$ cat config.mk
export PLATFORM = sky130hd
export DESIGN_NAME = fb_pixel_serializer
export DESIGN_NICKNAME = d
export VERILOG_FILES = /design/src/rtl/fb_pixel_serializer.sv
export SDC_FILE = /design/constraint.sdc
export NUM_CORES = 1
export LEC_CHECK = 0
export CELL_PAD_IN_SITES_DETAIL_PLACEMENT = 1
export CELL_PAD_IN_SITES_GLOBAL_PLACEMENT = 1
export CORE_MARGIN = 8
export CORE_UTILIZATION = 39
export DETAILED_ROUTE_END_ITERATION = 12
export GPL_ROUTABILITY_DRIVEN = 0
export HOLD_SLACK_MARGIN = 0.02
export PLACE_DENSITY = 0.87
export SYNTH_ARGS = -nofsm -noshare
export SYNTH_HDL_FRONTEND = slang
export SYNTH_SLANG_ARGS = --single-unit
$ cat constraint.sdc
create_clock -name clk -period 1.9 [get_ports clk]
set_input_delay 0.285 -clock clk [delete_from_list [all_inputs] [get_ports clk]]
set_output_delay 0.285 -clock clk [all_outputs]
set_load 0.01 [all_outputs]
$ cat src/rtl/fb_pixel_serializer.sv
module fb_pixel_serializer #(
  parameter int AW = 16,
  parameter int DW = 8,
  parameter logic [AW-1:0] BASE = 16'h2400,
  parameter int DEPTH = 7168
) (
  input  logic          clk,
  input  logic          rst_n,
  input  logic          vis_i,
  input  logic          frame_start_i,
  input  logic [DW-1:0] fetch_data_i,
  input  logic          fetch_valid_i,
  output logic [AW-1:0] fetch_addr_o,
  output logic          fetch_slot_o,
  output logic          pix_o
);
  localparam int PW = (DW > 1) ? $clog2(DW) : 1;
  localparam logic [PW-1:0] SLOT_PH = PW'(DW - 2);
  localparam logic [PW-1:0] LOAD_PH = PW'(DW - 1);
  localparam logic [AW-1:0] LAST = BASE + AW'(DEPTH - 1);

  logic [PW-1:0] phase;
  logic [AW-1:0] ptr;
  logic          prime;
  logic [DW-1:0] hold, shreg;

  assign fetch_slot_o = prime | (vis_i & (phase == SLOT_PH));
  assign fetch_addr_o = ptr;
  assign pix_o        = vis_i & shreg[0];

  always_ff @(posedge clk) begin
    if (!rst_n) begin
      phase <= '0;
      ptr   <= BASE;
      prime <= 1'b0;
    end else begin
      prime <= frame_start_i;
      if (frame_start_i) begin
        phase <= '0;
        ptr   <= BASE;
      end else begin
        if (vis_i) phase <= (phase == LOAD_PH) ? '0 : phase + PW'(1);
        if (fetch_slot_o) ptr <= (ptr == LAST) ? BASE : ptr + AW'(1);
      end
    end
  end

  always_ff @(posedge clk) begin
    if (!rst_n) begin
      hold  <= '0;
      shreg <= '0;
    end else begin
      if (fetch_valid_i) hold <= fetch_data_i;
      if (vis_i) begin
        if (phase == LOAD_PH) shreg <= fetch_valid_i ? fetch_data_i : hold;
        else                  shreg <= shreg >> 1;
      end else if (fetch_valid_i) begin
        shreg <= fetch_data_i;
      end
    end
  end
endmodule

### Yosys cells after proc, flatten, opt, wreduce, memory -nomap -nowiden

Index checks and enable logic that the tools add are counted.

* register bits after elaboration: 36
* input bits: 13
* output and inout port bits: 18
* logic and storage cells: 22

* add/sub/neg operators: 2
* equality and inequality tests: 3
* muxes and demuxes: 6
* bitwise operators: 4
* reductions and logical operators: 2

Operators with widths (number)
* 8-bit two-way mux: 4
* 16-bit by 1-bit adder with 16-bit output, second input constant: 1
* 16-bit by 14-bit equality test with 1-bit output, second input constant: 1
* 16-bit two-way mux: 1
* 3-bit equality test, second input constant: 2
* 3-bit by 1-bit adder with 3-bit output, second input constant: 1
* 3-bit two-way mux: 1
* 1-bit AND: 2
* 2-bit nonzero test: 1
* 2-bit OR reduction: 1
* 1-bit NOT: 1
* 1-bit OR: 1

### Longest topological paths before layout

Gate-level depths: netlist (run 1).

* depth in word-level cells: 3
* gate-level depth with buffers: 7
* depth with buffers taken out: 6

### Least setup slack after synthesis (run 1)

OpenSTA, ideal clock, no wires.

* kind: register to register
* start point: reg phase[0]
* end point: reg ptr[13], in the netlist fetch_addr_o[13]
* setup time: 0.127 ns
* arrival: 1.566 ns
* required time: 1.773 ns
* slack: 0.207 ns
* stages on the path, launching flop included: 8
* buffers on the path: 1
* period minus slack after synthesis: 1.693 ns
* cells stage by stage: dfxtp_1 inv_1 ha_1 a31o_2 buf_2 nand2_1 o31a_1 or3_1

* word-level cells in the longest chain between the ends: 3

RTL lines
* start: declaration: RTL line 22 `logic [PW-1:0] phase;`
* start signal: assignment: RTL line 42 `if (vis_i) phase <= (phase == LOAD_PH) ? '0 : phase + PW'(1);`
* 3-bit equality test: RTL line 27 `assign fetch_slot_o = prime | (vis_i & (phase == SLOT_PH));`
* 1-bit AND: RTL line 27
* 1-bit OR: RTL line 27
* named net fetch_slot_o: RTL line 14 `output logic fetch_slot_o,`
* end signal: assignment: RTL line 43 `if (fetch_slot_o) ptr <= (ptr == LAST) ? BASE : ptr + AW'(1);`
* end: declaration: RTL line 23 `logic [AW-1:0] ptr;`

The timed path passes the listed nets, and every way through them passes these cells.
A chain may end at the register's enable or synchronous reset.

### Worst setup path after layout (run 1)

* start point: reg phase[0]
* end point: out fetch_slot_o

* word-level cells in the longest chain between the ends: 3

RTL lines (RTL line)
* 3-bit equality test: 27
* 1-bit AND: 27
* 1-bit OR: 27
* end: declaration: 14

No other way between the ends.

==> results of run 1 <==
[cells in the mapped netlist (2+ instances only)]
cell | n | area, um2
dfxtp_1 | 36 | 721
mux2i_1 | 17 | 170
o21ai_0 | 17 | 85.1
nor2b_1 | 15 | 93.8
nor2_1 | 13 | 48.8
nand3_1 | 12 | 60.1
a21oi_1 | 11 | 55.1
inv_1 | 11 | 41.3
nand3b_1 | 7 | 52.6
xor2_1 | 7 | 61.3
clkbuf_1 | 5 | 18.8
nand2_1 | 5 | 18.8
ha_1 | 4 | 50.1
o31ai_1 | 4 | 30.0
and2_1 | 3 | 18.8
buf_1 | 3 | 11.3
nand4_1 | 3 | 18.8
or3_1 | 3 | 18.8
or4_1 | 3 | 22.5
and3_1 | 2 | 12.5
buf_2 | 2 | 10.0
nand2b_1 | 2 | 12.5
[where the power goes]
group / switching (uW) / internal (uW) / total [uW]
Sequential: 10.7 / 776 / 787
Clock: 288 / 290 / 577
Combinational: 70.5 / 81.9 / 152
Total: 369 / 1150 / 1520
[area by class of cell]
type | count | area (um2)
Fill cell | 514 | 2080
Multi-Input combinational cell | 143 | 977
Sequential cell | 36 | 721
Timing Repair Buffer | 43 | 412
Clock buffer | 6 | 82.6
Tap cell | 52 | 65.1
Inverter | 11 | 41.3
Clock inverter | 2 | 10.0
[per-stage QoR]
| step | cells | utilization (%) | hold WS (ns) | setup slack [ns] |
|---|---|---|---|---|
| floorplan | 201 | - | 0.407 | 0.207 |
| global placement | 285 | 50.4 | 0.479 | -0.0264 |
| detailed placement | 285 | 50.4 | 0.485 | -0.116 |
| CTS | 293 | 52.5 | 0.498 | 0.0149 |
| global route | 293 | 52.7 | 0.532 | 0.0250 |
| finish | 293 | 52.7 | 0.495 | 0.104 |
[worst max-delay path, delay by kind of cell (launching register included)]
kind	cells	cell delay, ns
buf+inv	2	0.36
flops	1	0.39
fa+ha+maj	1	0.19
compound gates	1	0.28
[final timing paths]
check	start	endpoint
max	phase[0]$_SDFFE_PP0P_	fetch_slot_o
min	fetch_addr_o[15]$_SDFFE_PP0P_	fetch_addr_o[15]$_SDFFE_PP0P_
max reg2reg	fetch_addr_o[11]$_SDFFE_PP0P_	fetch_addr_o[14]$_SDFFE_PP0P_
min reg2reg	fetch_addr_o[15]$_SDFFE_PP0P_	fetch_addr_o[15]$_SDFFE_PP0P_
[cell families after synthesis]
family                   after synthesis
AO/OA/AOI/OAI                         39
XOR/XNOR                               8
adder cells (fa/ha/maj)                4
buffers and inverters                 22
flip-flops                            36
multiplexers                          17
AND/OR/NAND/NOR                       75
[state kept, by name, summed over array words and instances (netlist names)]
register      count
shreg             8
prime             1
fetch_addr_o     16
phase             3
hold              8
[metal layers]
metal,vias to the layer above,GRT usage [%]
li1,779,-
met1,734,14.5
met2,25,21.3
met3,6,5.76
met4,0,4.71
met5,-,0
[timing repair]
item | in CTS | in global routing
endpoints found under the setup margin | 1 | 9
buffers inserted | 0 | 0
resized for setup | 1 | 3
==> impl_metrics.json, run 1 <==
{
  "placed_area_um2": 2210,
  "pin_count": 31,
  "fin_nets": 257,
  "cp.arrival_ns": 1.51,
  "skew_ns": 0.00329,
  "mostFrequentLayoutCells": "dfxtp_1 (36), clkdlybuf4s50_1 (28), o21ai_0 (17), mux2i_1 (17), nor2b_1 (15)",
  "synthMuxAreaShare_pct": 9.53,
  "highest_layer": "met4",
  "dr_wl_met2_um": 2130,
  "maxSlewViolCount": 0,
  "drtPass1Iterations": 2,
  "async_flop_share_pct": 0,
  "clkTransAtPathRegs_ns": 0.07,
  "grt_pass1_wl_um": 7510,
  "overflow": 0,
  "coreArea_um2": 4380,
  "tightestPinTransition_ns": 0.416,
  "synth_top_family_by_area": "simple AND/OR/NAND/NOR gates",
  "wl_met3_um": 248,
  "synth_xor_area_share_pct": 3.92,
  "synth_fp_nets": 218,
  "cts.path.max_buffers": 2,
  "fin_crit_ns": 1.80,
  "num_antenna_cells": 0,
  "rows": 24,
  "wl_per_cell_um": 15.0,
  "slowest_delay_ns": 0.39,
  "cts_sinks": 36,
  "ir_drop_mv": 0.390,
  "hold_violations": 0,
  "final_common_cell": "dfxtp_1",
  "ys.flop_type": "dfxtp_1",
  "required_ns": 1.62,
  "synth-compound-area-share_pct": 13.1,
  "viasPerCell": 5.27,
  "crit_chain": "inv_1 > ha_1 > a31o_2 > dlygate4sd2_1",
  "design.die.area_um2": 7000,
  "crit_path_start_kind": "flop",
  "drc": 0,
  "yosys_warnings": 0,
  "synth_seq_cells": 36,
  "start_util_pct": 40.7,
  "postCtsHoldBufs": 0,
  "leakagePower_uw": 0.000889,
  "antenna_found_initial": 0,
  "total_power_uw": 1520,
  "timing.hold.worst_path_depth": 2,
  "final_area_um2": 2310,
  "drive_gt1_share_pct": 12.9,
  "cts_max_level": 2,
  "grt_pass1_vias": 1624,
  "synth_cell_types": 38,
  "grt_max_degree": 32,
  "groute.usage.overall_pct": 13.0,
  "yosysSeqAreaShare_pct": 40.4,
  "syn_avg_cell_area_um2": 8.88,
  "synth-edff-count": 0,
  "slew_headroom_pct": 72.2,
  "die_w_um": 83.7,
  "slowest_stage": "dfxtp_1",
  "worst-r2r-cell-count": 5,
  "hpwl_um": 3180,
  "syn2layout_area_growth_pct": 29.3,
  "syn_area_um2": 1790,
  "rsz0062_at_grt": "no",
  "finalCritPeriodShare_pct": 94.5,
  "reg2reg_setup_slack_ns": 0.17,
  "clkLatencyLatePin_ns": 0.29,
  "die_y_um": 83.7,
  "synth_fa_ha_area_share_pct": 2.80,
  "m1WireLength_um": 1960,
  "ant_nets": 0,
  "cts_buffers": 5,
  "max_freq_mhz": 557,
  "syn-instance-count": 201,
  "maxCapViolations": 0,
  "critPathMaxFanout": 4,
  "run_status": "finished clean",
  "num_vias": 1544,
  "final.setup.tns_ns": 0,
  "setup-violations-final": 0,
  "p_per_area_nw_per_um2": 657,
  "worstSetupPathType": "flop to output pin",
  "cts_root_buf": "clkbuf_8",
  "cts_tree": "done",
  "yosys.area_share.simple_pct": 25.1,
  "hold_class": "flop to flop",
  "routed_wl_um": 4400,
  "endpoint_kind": "output pin",
  "drt-initial-drc-count": 61,
  "io_buffer_count": 30
}
Note: power is estimated with default switching activity, not from simulation.
==> run 2, diff against run 1 <==
==> constraint.sdc (replaced) <==
create_clock -name clk -period 1.9 [get_ports clk]
set_input_delay 0.38 -clock clk [delete_from_list [all_inputs] [get_ports clk]]
set_output_delay 0.38 -clock clk [all_outputs]
set_load 0.01 [all_outputs]
==> run 2 against run 1 <==
First-iteration DRC count shrank 11%. Count of clock-buffer cells in the layout rose by 2. Core utilization rose by 0.26 points. Global-route usage down 1.0 points. Flip-flop and latch count did not move. Combinational power about the same. Largest power group unchanged.
==> impl_metrics.json, run 2 (synthesis results as in run 1) <==
{
  "grt_pass1_vias": 1590,
  "slowest_stage": "dfxtp_2",
  "cp.depth": 4,
  "rsz0062_at_grt": "no",
  "endpoint_kind": "output pin",
  "critPathLaunch": "phase[0]$_SDFFE_PP0P_",
  "routed_wl_um": 4280,
  "worst-r2r-cell-count": 4,
  "viasPerCell": 5.32,
  "final.setup.tns_ns": 0,
  "wl_per_cell_um": 14.6,
  "drc": 0,
  "clkLatencyLatePin_ns": 0.29,
  "placed_area_um2": 2220,
  "cts_max_level": 2,
  "clkTransAtPathRegs_ns": 0.07,
  "critPathMaxFanout": 4,
  "mostFrequentLayoutCells": "dfxtp_1 (35), clkdlybuf4s50_1 (28), o21ai_0 (17), mux2i_1 (17), nor2b_1 (15)",
  "cts_setup_buffers": 0,
  "syn2layout_area_growth_pct": 29.9,
  "start_util_pct": 40.7,
  "leakagePower_uw": 0.000877,
  "skew_ns": 0.00271,
  "pin_count": 31,
  "fin_nets": 258,
  "path_buf_inv": 2,
  "grt_pass1_wl_um": 7170,
  "drive_gt1_share_pct": 12.8,
  "timing.rr.start": "fetch_addr_o[4]$_SDFFE_PP0P_",
  "ant_nets": 0,
  "maxCapViolations": 0,
  "setup-violations-final": 0,
  "cts_buffers": 5,
  "timing.final.ws_setup_ns": 0.0777,
  "largest_register_ffs": 16,
  "p_per_area_nw_per_um2": 646,
  "coreArea_um2": 4380,
  "hold_violations": 0,
  "worstSetupPathType": "flop to output pin",
  "r2r_end": "fetch_addr_o[10]$_SDFFE_PP1P_",
  "tightestPinTransition_ns": 0.410,
  "fillerInstances": 527,
  "maxSlewViolCount": 0,
  "overflow": 0,
  "rows": 24,
  "postCtsHoldBufs": 0,
  "run_status": "finished clean",
  "io_buffer_count": 30,
  "cts_tree": "done",
  "design.die.area_um2": 7000,
  "num_vias": 1563,
  "cts_resized": 2,
  "die_y_um": 83.7,
  "final_area_um2": 2320,
  "hpwl_um": 3020,
  "cp.arrival_ns": 1.44,
  "crit_family": "flip-flops",
  "crit_path_start_kind": "flop",
  "ir_drop_mv": 0.316,
  "drtPass1Iterations": 4,
  "reg2reg_setup_slack_ns": 0.17,
  "hold_class": "flop to flop",
  "cts_root_buf": "clkbuf_8",
  "finalCritPeriodShare_pct": 95.9,
  "slowest_delay_ns": 0.35,
  "die_w_um": 83.7,
  "groute.usage.overall_pct": 11.9,
  "crit_chain": "inv_1 > ha_1 > a31o_2 > dlygate4sd2_1",
  "cts_sinks": 36,
  "endpoint": "fetch_slot_o",
  "antenna_found_initial": 0,
  "slew_headroom_pct": 72.6,
  "drt-initial-drc-count": 54,
  "required_ns": 1.52,
  "fin_crit_ns": 1.82,
  "max_freq_mhz": 549,
  "grt_max_degree": 32,
  "final_common_cell": "dfxtp_1",
  "num_antenna_cells": 0,
  "dp_worst_setup_slack_ns": -0.218,
  "cts.path.max_buffers": 2
}
## run 2: worst min-delay path by stage
stage / slack, ns / endpoint / from / depth (start not counted)
floorplan: 0.47 / hold[7]$_SDFF_PN0_ / hold[7]$_SDFF_PN0_ / 2
global placement: 0.48 / fetch_addr_o[15]$_SDFFE_PP0P_ / fetch_addr_o[15]$_SDFFE_PP0P_ / 2
detailed placement: 0.49 / fetch_addr_o[15]$_SDFFE_PP0P_ / fetch_addr_o[15]$_SDFFE_PP0P_ / 2
CTS: 0.50 / fetch_addr_o[15]$_SDFFE_PP0P_ / fetch_addr_o[15]$_SDFFE_PP0P_ / 2
global route: 0.53 / fetch_addr_o[15]$_SDFFE_PP0P_ / fetch_addr_o[15]$_SDFFE_PP0P_ / 2
finish: 0.50 / fetch_addr_o[15]$_SDFFE_PP0P_ / fetch_addr_o[15]$_SDFFE_PP0P_ / 2
## run 2: per-stage QoR
step                      power [uW]  util, %  instances  hold slack [ns]
final                           1500     52.9        294            0.497
after global routing            1570     52.9        294            0.531
after CTS                       1510     52.6        294            0.502
after detailed placement         958     50.6        286            0.489
after global placement           952     50.6        286            0.476
after floorplan                  887        -        201            0.467
## run 2: power by group
part	switching (uW)	leakage (uW)	total [uW]	internal, uW
clock	262	0.0000455	558	296
sequential	10.6	0.000294	787	776
combinational	70.7	0.000538	153	82.2
## run 2: worst min-delay path, cell delays in order (launching register included)
cell     delay [ns]
dfxtp_1        0.33
o31ai_1        0.07
a21oi_1        0.06
## run 2: layer usage
metal  vias up  global-route usage, %  share of wire, %
met3         3                   4.39               4.9
met2        26                   19.8                48
li1        785                      -                 -
met1       749                   14.2                47
met4         0                   2.83              0.79
met5         -                      0                 0
## run 2: area by class of cell
type | count | area, um2 | share of cell area, %
inverters | 11 | 41.3 | 1.78
well taps | 52 | 65.1 | 2.80
clock buffers | 8 | 90.1 | 3.88
flip-flops and latches | 36 | 722 | 31.1
multi-input cells | 143 | 986 | 42.5
repair buffers | 44 | 415 | 17.9
==> run 3, diff against run 2 <==
--- a/config.mk
+++ b/config.mk
@@ -5,13 +5,13 @@
 export SDC_FILE = /design/constraint.sdc
 export NUM_CORES = 1
 export LEC_CHECK = 0
+export ABC_CLOCK_PERIOD_IN_PS = 1900
 export CELL_PAD_IN_SITES_DETAIL_PLACEMENT = 1
 export CELL_PAD_IN_SITES_GLOBAL_PLACEMENT = 1
 export CORE_MARGIN = 8
 export CORE_UTILIZATION = 39
 export DETAILED_ROUTE_END_ITERATION = 12
 export GPL_ROUTABILITY_DRIVEN = 0
-export HOLD_SLACK_MARGIN = 0.02
 export PLACE_DENSITY = 0.87
 export SYNTH_ARGS = -nofsm -noshare
 export SYNTH_HDL_FRONTEND = slang
==> results of run 3 <==
The final DEF is identical to that of run 2; final timing and power are the same.
